File: src/rtl/sertx_pkg.sv
// Package: shared widths, format codes and the payload builder for the
// serial frame transmitter. Assumes a 9-bit character word.
package sertx_pkg;

    localparam int CHAR_W = 9;   // width of a queued character
    localparam int PAY_W  = 9;   // longest payload after the start bit
    localparam int NB_W   = 4;   // width of a payload bit count

    localparam logic [2:0] FMT_D8   = 3'b001;
    localparam logic [2:0] FMT_D7P  = 3'b011;
    localparam logic [2:0] FMT_D9   = 3'b100;
    localparam logic [2:0] FMT_D8WK = 3'b101;
    localparam logic [2:0] FMT_D8P  = 3'b111;

    typedef enum logic [1:0] {
        PH_IDLE  = 2'd0,
        PH_SHIFT = 2'd1,
        PH_STOP  = 2'd2
    } phase_t;

    typedef struct packed {
        logic [PAY_W-1:0] bits;   // payload, LSB goes out first
        logic [NB_W-1:0]  nbits;  // number of payload bits
    } payload_t;

    // Builds the payload that follows the start bit for one character.
    function automatic payload_t build_payload(input logic [2:0] fmt,
                                               input logic odd,
                                               input logic [CHAR_W-1:0] ch);
        payload_t p;
        case (fmt)
            FMT_D7P: begin
                p.bits  = {1'b0, (^ch[6:0]) ^ odd, ch[6:0]};
                p.nbits = NB_W'(8);
            end
            FMT_D8P: begin
                p.bits  = {(^ch[7:0]) ^ odd, ch[7:0]};
                p.nbits = NB_W'(9);
            end
            FMT_D9, FMT_D8WK: begin
                p.bits  = ch;
                p.nbits = NB_W'(9);
            end
            default: begin
                p.bits  = {1'b0, ch[7:0]};
                p.nbits = NB_W'(8);
            end
        endcase
        return p;
    endfunction

endpackage

File: src/rtl/sertx_fifo.sv
// Module: character queue for the transmitter.
// A circular buffer with read/write pointers and an occupancy count.
// Assumes DEPTH is a power of two. A clear wins over a write in the same
// cycle, and a write while full is dropped. A read is only issued by the
// frame engine when the queue is non-empty.
module sertx_fifo #(
    parameter int DEPTH = 16,
    parameter int W     = 9
) (
    input  logic         clk,
    input  logic         rst_n,
    input  logic         clr,
    input  logic         wr,
    input  logic [W-1:0] wdata,
    input  logic         rd,
    output logic [W-1:0] rdata,
    output logic         half_empty,
    output logic         not_empty,
    output logic         full
);
    localparam int PW = (DEPTH > 1) ? $clog2(DEPTH) : 1;
    localparam int CW = $clog2(DEPTH + 1);

    logic [W-1:0]  mem [DEPTH];
    logic [PW-1:0] wp, rp;
    logic [CW-1:0] cnt;
    logic          wr_ok, rd_ok;

    // Accept/pop decisions from the count held at the start of the cycle.
    always_comb begin
        wr_ok = wr && !clr && (cnt < CW'(DEPTH));
        rd_ok = rd && !clr && (cnt != '0);
    end

    // Storage write; no reset is needed on the data array.
    always_ff @(posedge clk) begin
        if (wr_ok) mem[wp] <= wdata;
    end

    // Pointer and occupancy update.
    always_ff @(posedge clk) begin
        if (!rst_n || clr) begin
            wp  <= '0;
            rp  <= '0;
            cnt <= '0;
        end else begin
            if (wr_ok) wp <= wp + PW'(1);
            if (rd_ok) rp <= rp + PW'(1);
            cnt <= cnt + CW'(wr_ok) - CW'(rd_ok);
        end
    end

    // Head element and occupancy flags.
    always_comb begin
        rdata      = mem[rp];
        half_empty = (cnt <= CW'(DEPTH / 2));
        not_empty  = (cnt != '0);
        full       = (cnt == CW'(DEPTH));
    end
endmodule

File: src/rtl/sertx_framer.sv
// Module: frame engine. Captures the format and the head character when a
// frame starts, then drives start bit, payload and stop period, counting
// oversampling ticks. A frame starts only on a tick, when a character is
// available, flow control allows it and no clear is pending. A start is
// allowed from idle or on the tick that ends a stop period.
module sertx_framer
    import sertx_pkg::*;
#(
    parameter int TPB = 16
) (
    input  logic              clk,
    input  logic              rst_n,
    input  logic              tick,
    input  logic              avail,
    input  logic              clr,
    input  logic              cts_en,
    input  logic              cts,
    input  logic [2:0]        fmt,
    input  logic [1:0]        stop_code,
    input  logic              odd,
    input  logic [CHAR_W-1:0] head,
    output logic              pop,
    output logic              txd,
    output logic              busy
);
    localparam int HALF = TPB / 2;
    localparam int CW   = $clog2(2 * TPB) + 1;

    phase_t           ph;
    logic [CW-1:0]    tcnt;
    logic [CW-1:0]    stop_q;
    logic [CW-1:0]    stop_now;
    logic [NB_W-1:0]  left;
    logic [PAY_W-1:0] sh;
    logic             txd_q;
    logic             may_go;
    logic             stop_end;
    payload_t         pay;

    // Start conditions, stop length for a new frame, and payload build.
    always_comb begin
        may_go   = tick && avail && !clr && (!cts_en || cts);
        stop_end = (ph == PH_STOP) && (tcnt == stop_q - CW'(1));
        pop      = may_go && ((ph == PH_IDLE) || stop_end);
        stop_now = CW'((32'(stop_code) + 32'd1) * HALF);
        pay      = build_payload(fmt, odd, head);
    end

    // Bit sequencing, advanced only on tick cycles.
    always_ff @(posedge clk) begin
        if (!rst_n) begin
            ph     <= PH_IDLE;
            txd_q  <= 1'b1;
            tcnt   <= '0;
            stop_q <= '0;
            left   <= '0;
            sh     <= '0;
        end else if (pop) begin
            ph     <= PH_SHIFT;
            txd_q  <= 1'b0;
            tcnt   <= '0;
            stop_q <= stop_now;
            left   <= pay.nbits;
            sh     <= pay.bits;
        end else if (tick) begin
            case (ph)
                PH_SHIFT: begin
                    if (tcnt == CW'(TPB - 1)) begin
                        tcnt <= '0;
                        if (left != '0) begin
                            txd_q <= sh[0];
                            sh    <= sh >> 1;
                            left  <= left - NB_W'(1);
                        end else begin
                            txd_q <= 1'b1;
                            ph    <= PH_STOP;
                        end
                    end else begin
                        tcnt <= tcnt + CW'(1);
                    end
                end
                PH_STOP: begin
                    if (stop_end) begin
                        ph   <= PH_IDLE;
                        tcnt <= '0;
                    end else begin
                        tcnt <= tcnt + CW'(1);
                    end
                end
                default: txd_q <= 1'b1;
            endcase
        end
    end

    // Registered line and activity outputs.
    always_comb begin
        txd  = txd_q;
        busy = (ph != PH_IDLE);
    end
endmodule

File: src/rtl/sertx_top.sv
// Module: asynchronous serial frame transmitter top. Connects the queue
// and the frame engine and derives the transmitter-empty flag.
// Assumes tick16 is a one-cycle enable at 16x the bit rate.
module sertx_top
    import sertx_pkg::*;
#(
    parameter int FIFO_DEPTH    = 16,
    parameter int TICKS_PER_BIT = 16
) (
    input  logic              clk,
    input  logic              rst_n,
    input  logic              tick16,
    input  logic [2:0]        mode,
    input  logic [1:0]        stop_len,
    input  logic              odd_par,
    input  logic              cts_en,
    input  logic              cts,
    input  logic              wr_en,
    input  logic [CHAR_W-1:0] wr_data,
    input  logic              fifo_clr,
    output logic              txd,
    output logic              tx_empty,
    output logic              fifo_half_empty,
    output logic              fifo_not_empty,
    output logic              fifo_full
);
    logic              pop;
    logic              busy;
    logic [CHAR_W-1:0] head;

    sertx_fifo #(.DEPTH(FIFO_DEPTH), .W(CHAR_W)) u_fifo (
        .clk        (clk),
        .rst_n      (rst_n),
        .clr        (fifo_clr),
        .wr         (wr_en),
        .wdata      (wr_data),
        .rd         (pop),
        .rdata      (head),
        .half_empty (fifo_half_empty),
        .not_empty  (fifo_not_empty),
        .full       (fifo_full)
    );

    sertx_framer #(.TPB(TICKS_PER_BIT)) u_framer (
        .clk       (clk),
        .rst_n     (rst_n),
        .tick      (tick16),
        .avail     (fifo_not_empty),
        .clr       (fifo_clr),
        .cts_en    (cts_en),
        .cts       (cts),
        .fmt       (mode),
        .stop_code (stop_len),
        .odd       (odd_par),
        .head      (head),
        .pop       (pop),
        .txd       (txd),
        .busy      (busy)
    );

    // Empty only when nothing is queued and the engine is idle.
    always_comb tx_empty = !busy && !fifo_not_empty;
endmodule

File: config.mk
export PLATFORM = sky130hd
export DESIGN_NAME = sertx_top
export DESIGN_NICKNAME = d
export VERILOG_FILES = /design/src/rtl/sertx_pkg.sv /design/src/rtl/sertx_fifo.sv /design/src/rtl/sertx_framer.sv /design/src/rtl/sertx_top.sv
export SDC_FILE = /design/constraint.sdc
export NUM_CORES = 1
export LEC_CHECK = 0
export BUFFER_PORTS_ARGS = -buffer_cell sky130_fd_sc_hd__buf_2
export CORE_UTILIZATION = 30
export DETAILED_ROUTE_END_ITERATION = 8
export HOLD_SLACK_MARGIN = 0.1
export PLACE_DENSITY = 0.41
export REMOVE_ABC_BUFFERS = 1
export SETUP_SLACK_MARGIN = 0.1
export SYNTH_ARGS = -nofsm -noshare
export SYNTH_HDL_FRONTEND = slang
export SYNTH_SLANG_ARGS = --single-unit
File: constraint.sdc
create_clock -name clk -period 4.5 [get_ports clk]
set_clock_uncertainty 0.2 [all_clocks]
set_input_delay 0 -clock clk [delete_from_list [all_inputs] [get_ports clk]]
set_output_delay 0 -clock clk [all_outputs]
set_load 0.02 [all_outputs]
==> metrics.txt, run 1 <==
max capacitance violation total=0; Top-Level Pins=27; Post-Route WL=16,520 µm; Hold Crit Class=primary input to flop; largest net degree at the start of global routing=28; worst-path fanout max=27; crit path DAT=4.24 ns; Post-DP Area=8335 µm²; fillers=2,398; GP Congestion=0.7481; fin crit period=4.089 ns; synthesized flop and latch total=186; Setup Crit Path Kind=flop to flop; CTS Sinks=186; share of synthesized flip-flops with an asynchronous set or reset=0%; layout cell share with drive strength beyond 1=18.51%; Routed Antenna Nets=0; CP peak stage delay=0.56 ns; slew of the pin with the lowest slew margin=1.058 ns; Design Area, Final=9181 µm²; Final Hold Viols=0; Die Span Y=163.1 µm; most frequent cells in the layout=edfxtp_1 (144), nor2_1 (52), dfxtp_1 (41); Buffers on Ports=26; CTS root buffer=clkbuf_16; critical-path cell list=inv_1, ha_1, xor2_1, nand4_1, nor3_2, o2111ai_2, dlygate4sd3_1, buf_4, inv_1, ha_1, inv_1, ha_1, fa_1, a21oi_1, nor2_1, or3_1, a21oi_1; Synth top area share=55.54%; initial core utilization=30.74%; Worst Setup SP=u_framer.stop_q[3]; Max VDD drop=0.2278 mV; P per Cell Area=393.6 nW/µm²; die width=163.1 µm; CTS max path bufs=2; Largest delay share family, worst path=adder cells; vias per cell=4.713; DRT Pass-1 Iters=4; grt total ovfl=0; average cell area after synthesis=15.54 µm²; RSZ-0062 raised after global routing=no; CP Launch Type=flop; most area-consuming cells after synthesis=edfxtp_1 (56%), dfxtp_1 (11%), mux4_2 (8.7%); Clock Latency Late Sink=0.43 ns; Iter 0 DRT Violations=214; post-layout util=36.25%; final-report max-slew violation count=0; Nets=610; final critical-path share of the clock period=90.86%; clock slew at reported path FFs=0.08 ns; global-route wire length before repair=25,520 µm; setup_tns=0 ns; WP data required=4.65 ns; DRC viols=0; slew margin rel.=29.18%; mean routed wirelength per cell=18.19 µm; CTS Buf Count=17; CP bufs+invs=5; vias in the first global route=4,467; status=completed; cell count after synthesis=501; Hold Crit Start=odd_par; number of diodes=0; commonest non-fill, non-tap cell in the layout=edfxtp_1; GRT Resource Usage Total=13.29%; htree depth=4; Final HPWL DP=10,850 µm; crit end category=flop; Pleak=3.067 nW; Syn-to-layout area delta=17.92%; Yosys Warn Count=0; mapped cell area=7786 µm²; die area=26,600 µm²; synth unique cells=41; Post-synth top flop=edfxtp_1; Fmax=244.6 MHz; sequential share of the synthesized area=66.33%; EDFF count, synth=144; CP max stage cell=dlygate4sd3_1; Setup-failing EPs final=0; # rows=58; core area=25,330 µm²; Worst R2R Start=u_framer.stop_q[3]; Synth area leader=edfxtp_1; initial antenna violation count=0; TritonCTS clock tree=done; vias=4,279
-- metal layers --
metal | vias up | routed length (µm) | global-route usage, %
met5 | - | 0 | 0
met4 | 0 | 149 | 4.121
met3 | 11 | 482 | 2.616
met2 | 48 | 7896 | 21.57
met1 | 2191 | 7992 | 17.90
li1 | 2029 | - | -
-- final timing paths --
| check | end | slack (ns) | cells past startpoint |
|---|---|---|---|
| setup / recovery | u_fifo.cnt[4] | 0.41 | 17 |
| hold / removal | u_framer.sh[8] | 0.11 | 6 |
| setup reg to reg | u_fifo.cnt[4] | 0.41 | 17 |
| hold reg to reg | u_framer.stop_q[4] | 0.28 | 2 |
-- logic make-up after synthesis --
family                     Yosys count  share of synthesized area [%]
muxes                               47                          12.55
xor gates and xnor gates            27                          3.230
and+or+nand+nor                    125                          7.183
AOI/OAI and AO/OA                   51                          4.371
buffers and inverters               42                          2.539
DFF                                186                          66.33
adders and majority gates           23                          3.792
-- per-stage QoR --
stage / setup slack (ns) / hold slack (ns) / cells / power (mW)
finish: 0.4112 / 0.1136 / 908 / 3.614
global route: 0.1214 / 0.1539 / 908 / 3.752
CTS: 0.2354 / 0.1056 / 908 / 3.654
detailed placement: 0.8448 / 0.03081 / 850 / 2.157
global placement: 0.8931 / 0.01408 / 850 / 2.152
floorplan: 0.05354 / -0.1214 / 480 / 2.069
-- sequential cells by signal, summed over array words and instances, names as in the netlist, named ones only --
name and count:
u_fifo.mem 144, u_framer.ph 2, u_fifo.cnt 5, u_framer.tcnt 6, u_framer.stop_q 3, u_fifo.wp 4
u_framer.sh 9, u_framer.left 4, u_fifo.rp 4, u_framer.txd 1
-- synthesized netlist by cell type (3+ instances only) --
cell type	count
buf_2	4
nor2_1	52
a22oi_1	14
mux2i_1	8
xnor2_1	16
mux4_2	30
edfxtp_1	144
a21oi_1	15
dfxtp_1	42
a211oi_1	10
nand3_1	8
o21ai_0	5
mux4_1	8
inv_1	21
nand2_1	32
xor2_1	9
nor3_1	8
nand2b_1	5
and2_1	3
ha_1	22
nand4_1	4
nor2b_1	5
clkbuf_1	11
-- layout make-up --
class | instances | area, µm² | area share [%]
inverters | 21 | 78.83 | 0.8585
well taps | 330 | 412.9 | 4.497
flip-flops and latches | 186 | 5166 | 56.27
repair buffers | 66 | 508.0 | 5.533
clock inverters | 14 | 151.4 | 1.649
clock buffers | 18 | 429.2 | 4.674
multi-input cells | 273 | 2435 | 26.52
-- power by group --
part / internal [mW] / total (mW) / switching (mW) / leakage [nW]
registers: 1.87 / 1.88 / 0.0150 / 1.64
logic: 0.108 / 0.249 / 0.140 / 1.15
clock network: 0.789 / 1.48 / 0.692 / 0.279
total: 2.77 / 3.61 / 0.847 / 3.07
-- worst register-to-register path: cells and delay by family (launching register included) --
family	cells	cell delay, ns
compound gates	3	0.43
simple gates	4	0.85
fa+ha+maj	4	1.02
xor+xnor	1	0.14
buf+inv	5	0.98
flops	1	0.38
-- timing repair --
action                                  CTS  global route
buffers inserted                          0             0
endpoints found under the setup margin    0             1
gates resized for setup                   0             1
hold endpoints to repair                174             0
hold buffers                             26             0
No activity file was read; power rests on OpenSTA's default activity.
==> run 2: changes to the inputs <==
--- a/config.mk
+++ b/config.mk
@@ -6,10 +6,12 @@
 export NUM_CORES = 1
 export LEC_CHECK = 0
 export BUFFER_PORTS_ARGS = -buffer_cell sky130_fd_sc_hd__buf_2
+export CELL_PAD_IN_SITES_DETAIL_PLACEMENT = 1
+export CELL_PAD_IN_SITES_GLOBAL_PLACEMENT = 2
 export CORE_UTILIZATION = 30
 export DETAILED_ROUTE_END_ITERATION = 8
 export HOLD_SLACK_MARGIN = 0.1
-export PLACE_DENSITY = 0.41
+export PLACE_DENSITY = 0.53
 export REMOVE_ABC_BUFFERS = 1
 export SETUP_SLACK_MARGIN = 0.1
 export SYNTH_ARGS = -nofsm -noshare
==> constraint.sdc (replaced) <==
create_clock -name clk -period 3.8 [get_ports clk]
set_clock_uncertainty 0.2 [all_clocks]
set_input_delay 0 -clock clk [delete_from_list [all_inputs] [get_ports clk]]
set_output_delay 0 -clock clk [all_outputs]
set_load 0.02 [all_outputs]
==> run 2 against run 1 <==
  * Global-route usage up 0.72 points
  * Critical path depth is 7 lower
  * Non-clock buffer count rose by 11
  * Final cell count is 1.2% higher
  * Routed wire length is 4.9% higher
  * Register-to-register slack got worse by 0.13 ns
  * Die area unchanged
  * Power is 19% higher
  * Via count rose by 2.9%
  * Clock power increased by 20%
  * First-iteration DRC count is 3.3% lower
  * Largest cell class unchanged
  * Highest routed layer unchanged
==> metrics.txt, run 2 (synthesis gave the netlist of run 1 again) <==
final critical-path share of the clock period=92.50%; Top-Level Pins=27; max FFs per register=144; initial antenna violation count=0; most frequent cells in the layout=edfxtp_1 (144), nor2_1 (52), dfxtp_1 (41); largest net degree at the start of global routing=37; Final HPWL DP=11,580 µm; fin crit period=3.515 ns; Buffers on Ports=26; WHS=0.1143 ns; CP Launch Type=flop; crit path DAT=3.63 ns; Post-Route WL=17,330 µm; Nets=621; postcts setup bufs=0; CTS max path bufs=2; vias=4,401; slew of the pin with the lowest slew margin=0.7144 ns; global-route wire length before repair=27,470 µm; initial core utilization=30.74%; slew margin rel.=52.28%; WP data required=3.92 ns; htree depth=4; Routed Antenna Nets=0; vias in the first global route=4,750; Fmax=284.5 MHz; number of diodes=0; Pleak=3.144 nW; CTS Sinks=186; reg2reg end=u_framer.sh[8]; Final Hold Viols=0; Register Area=5166 µm²; GRT Resource Usage Total=14.01%; Top reg by flops=u_fifo.mem; # rows=58; Reg2Reg Setup Slack=0.29 ns; grt total ovfl=0; CTS root buffer=clkbuf_16; busiest grt layer=met2; grt met3 use=2.895%; vias per cell=4.789; Worst Setup EP=u_framer.sh[8]; fillers=2,582; Setup Crit Path Kind=flop to flop; mean routed wirelength per cell=18.85 µm; core area=25,330 µm²; Setup-failing EPs final=0; status=completed; RSZ-0062 raised after global routing=no; DRC viols=0; layout cell share with drive strength beyond 1=20.03%; met1 Use GR=18.35%; Top Registers=u_fifo.mem: 144 flops, u_framer.sh: 9 flops, u_framer.tcnt: 6 flops; clock slew at reported path FFs=0.07 ns; worst-path fanout max=25; GP Congestion=0.7090; DP Worst Slack=0.5234 ns; Worst Reg2Reg Path Length in Cells=10; Hold Crit Class=primary input to flop; area of the multi-input gates=2440 µm²; Iter 0 DRT Violations=207; final-report max-slew violation count=0; Syn-to-layout area delta=19.44%; Clock Latency Late Sink=0.43 ns; DRT Pass-1 Iters=4; max capacitance violation total=0; Die Span Y=163.1 µm; Max VDD drop=0.2682 mV; commonest non-fill, non-tap cell in the layout=edfxtp_1; TritonCTS clock tree=done; P per Cell Area=462.3 nW/µm²; crit end category=flop; die width=163.1 µm; die area=26,600 µm²; grt met2 use=23.69%; final worst setup slack=0.2850 ns; CTS Buf Count=17
## run 2: cell count changes in the layout (fill, tap and decap cells not counted), moves of 2 or more
cell and delta:
buf_4 +8, clkinv_8 +4, dlygate4sd3_1 +2, clkinvlp_4 -2, clkinv_4 +2
## run 2: per-layer routing
| layer | up-vias | part of all wire (%) |
|---|---|---|
| met4 | 0 | 0.71 |
| met5 | - | 0 |
| li1 | 2049 | - |
| met2 | 47 | 49 |
| met3 | 6 | 2.0 |
| met1 | 2299 | 48 |
## run 2: timing repair
item                                    CTS  global route
hold buffers                             28             0
resized for setup                         0             2
endpoints found under the hold margin   176             0
endpoints found under the setup margin    0             1
## run 2: final cells by class
class | count | area share (%)
Sequential cell | 186 | 55.55
Multi-Input combinational cell | 273 | 26.23
Timing Repair Buffer | 77 | 6.538
Clock buffer | 17 | 4.574
Tap cell | 330 | 4.440
Clock inverter | 15 | 1.816
Inverter | 21 | 0.8476
## run 2: critical path, cell delays in order (launching register included)
cell           delay (ns)
dfxtp_2              0.35
buf_12               0.24
mux4_1               0.58
a22oi_1              0.32
nand2_1              0.19
xor2_1               0.18
xnor2_1              0.15
xnor2_1              0.27
nor2_1               0.08
a221o_1              0.26
dlygate4sd3_1        0.56
## run 2: how the worst min path moves through the flow
stage                           start                 end  slack (ns)  depth (start not counted)
after floorplan                 rst_n        u_framer.txd       -0.12                          1
final                          cts_en    u_framer.left[3]        0.11                          5
after detailed placement  stop_len[0]  u_framer.stop_q[3]        0.02                          2
after global routing           cts_en    u_framer.left[3]        0.14                          5
after global placement    stop_len[0]  u_framer.stop_q[3]        0.02                          2
after CTS                      cts_en    u_framer.left[3]        0.10                          5
## run 2: report_power, final
part	total [mW]	internal, mW	switching, mW
combinational	0.301	0.130	0.171
clock	1.77	0.886	0.883
sequential	2.23	2.21	0.0157
## run 2: per-stage QoR
stage	TNS (ns)	power (mW)	std cells	cell area, µm²	util, %
floorplan	-1.333	2.450	480	7667	-
global placement	0	2.552	859	8416	33.23
detailed placement	0	2.561	859	8416	33.23
CTS	0	4.366	919	9290	36.68
global route	0	4.461	919	9300	36.72
finish	0	4.299	919	9300	36.72
==> run 3: changes to the inputs <==
--- a/config.mk
+++ b/config.mk
@@ -11,7 +11,7 @@
 export CORE_UTILIZATION = 30
 export DETAILED_ROUTE_END_ITERATION = 8
 export HOLD_SLACK_MARGIN = 0.1
-export PLACE_DENSITY = 0.53
+export PLACE_DENSITY = 0.55
 export REMOVE_ABC_BUFFERS = 1
 export SETUP_SLACK_MARGIN = 0.1
 export SYNTH_ARGS = -nofsm -noshare
==> constraint.sdc (replaced) <==
create_clock -name clk -period 2.9 [get_ports clk]
set_clock_uncertainty 0.2 [all_clocks]
set_input_delay 0 -clock clk [delete_from_list [all_inputs] [get_ports clk]]
set_output_delay 0 -clock clk [all_outputs]
set_load 0.02 [all_outputs]
==> run 3 against run 2 <==
  * The flow now finishes with violations (setup timing)
  * Global-route usage is 0.37 points higher
  * Critical path depth is 5 higher
  * Sequential cell count stayed put
  * Combinational power is 56% higher
  * Fmax is 19% higher
  * Final cell count is 3.3% higher
  * Sequential power is 31% higher
  * Critical path type unchanged
  * Largest power group unchanged
  * Highest routed layer unchanged
==> metrics.txt, run 3 (synthesis gave the netlist of run 1 again) <==
vias in the first global route=4,886; status=finished with violations; Setup-failing EPs final=1; CTS Buf Count=17; crit end category=flop; WP data required=3.06 ns; crit path DAT=3.12 ns; initial antenna violation count=0; Top-Level Pins=27; htree depth=4; Sw Ratio=25.74%; final-report max-slew violation count=0; die width=163.1 µm; Clock Latency Late Sink=0.44 ns; largest net degree at the start of global routing=32; Buffers on Ports=26; P per Cell Area=597.0 nW/µm²; clock slew at reported path FFs=0.09 ns; core area=25,330 µm²; max FFs per register=144; RSZ-0062 raised after global routing=yes; GRT Resource Usage Total=14.38%; slew of the pin with the lowest slew margin=0.7104 ns; clock power share=41.8%; Routed Antenna Nets=0; final critical-path share of the clock period=102.3%; fin crit period=2.966 ns; setup_tns=-0.06565 ns; global-route wire length before repair=27,930 µm; die area=26,600 µm²; mean routed wirelength per cell=18.74 µm; Top reg by flops=u_fifo.mem; # rows=58; DRC viols=0; Int Pwr=4.327 mW; CTS max path bufs=2; grt total ovfl=0; most frequent cells in the layout=edfxtp_1 (144), nor2_1 (52), buf_4 (48); Syn-to-layout area delta=25.34%; CTS Sinks=186; final worst setup slack=-0.06565 ns; Final HPWL DP=11,710 µm; worst-path fanout max=2; failing checks=setup timing; layout cell share with drive strength beyond 1=30.21%; fillers=2,541; vias=4,485; Max VDD drop=0.3568 mV; Hold Crit Class=primary input to flop; Iter 0 DRT Violations=178; Pleak=3.358 nW; vias per cell=4.726; Post-Route WL=17,790 µm; Layout Cells excl Fill=949; number of diodes=0; Top Registers=u_fifo.mem: 144 flops, u_framer.sh: 9 flops, u_framer.tcnt: 6 flops; CP Launch Type=flop; Sequential Power Share=50.1%; Fmax=337.2 MHz; TritonCTS clock tree=done; DP Worst Slack=-0.3196 ns; GP Congestion=0.7150; CTS root buffer=clkbuf_16; Setup Crit Path Kind=flop to flop; initial core utilization=30.74%; Register Area=5171 µm²; Psw=1.500 mW; slew margin rel.=52.64%; commonest non-fill, non-tap cell in the layout=edfxtp_1; post-layout util=38.53%; combinational power share=8.1%; Die Span Y=163.1 µm; max capacitance violation total=0; Final Hold Viols=0; Nets=651; DRT Pass-1 Iters=4; area of the multi-input gates=2586 µm²; dpl cells=878
-- run 3: layout make-up --
class,instances,share of cell area (%)
Multi-Input combinational cell,273,26.50
Inverter,21,0.8077
Sequential cell,186,52.99
Clock inverter,15,2.090
Clock buffer,17,4.359
Timing Repair Buffer,107,9.026
Tap cell,330,4.231
-- run 3: critical path, cell delays in order, from the launching register on --
cell       delay [ns]
dfxtp_2          0.35
inv_2            0.05
ha_4             0.15
xnor2_2          0.13
xnor2_1          0.20
nor3_2           0.08
o2111ai_2        0.22
inv_2            0.08
ha_4             0.26
inv_2            0.03
ha_4             0.15
fa_2             0.36
a21oi_2          0.12
nor2_1           0.05
or3_1            0.31
a21oi_1          0.12
-- run 3: routing by layer --
layer / vias up / part of all wire, % / track usage (%) / wire (µm)
met3: 13 / 2.9 / 3.479 / 508
met5: - / 0 / 0 / 0
li1: 2114 / - / - / -
met1: 2314 / 47 / 18.74 / 8338
met2: 44 / 49 / 23.75 / 8763
met4: 0 / 0.99 / 4.036 / 176
-- run 3: worst paths after layout --
path	slack, ns	startpoint	depth (start not counted)	end
setup / recovery	-0.07	u_framer.stop_q[3]	15	u_fifo.cnt[4]
hold reg to reg	0.29	u_framer.stop_q[4]	2	u_framer.stop_q[4]
setup reg to reg	-0.07	u_framer.stop_q[3]	15	u_fifo.cnt[4]
hold / removal	0.20	rst_n	3	u_framer.txd
-- run 3: metrics by stage --
stage,total power [mW],hold slack (ns),area (µm²)
floorplan,3.211,-0.1214,7667
global placement,3.360,0.01545,8558
detailed placement,3.374,0.01326,8558
CTS,5.903,0.1763,9663
global route,6.058,0.1965,9759
finish,5.826,0.2021,9759
-- run 3: repair_timing --
| action | in CTS | in global routing |
|---|---|---|
| setup buffers | 5 | 6 |
| hold endpoints to repair | 177 | 0 |
| pin swaps | 13 | 9 |
| hold buffers | 27 | 0 |
| gates cloned | 1 | 0 |
| gates resized for setup | 30 | 20 |
| setup endpoints to repair | 6 | 17 |
-- run 3: power by group through the flow --
stage / registers [mW] / clock network, mW / logic, mW
floorplan: 2.98 / 0 / 0.227
global placement: 2.98 / 0 / 0.380
detailed placement: 2.98 / 0 / 0.392
CTS: 2.92 / 2.52 / 0.463
global route: 2.93 / 2.61 / 0.524
finish: 2.92 / 2.44 / 0.470
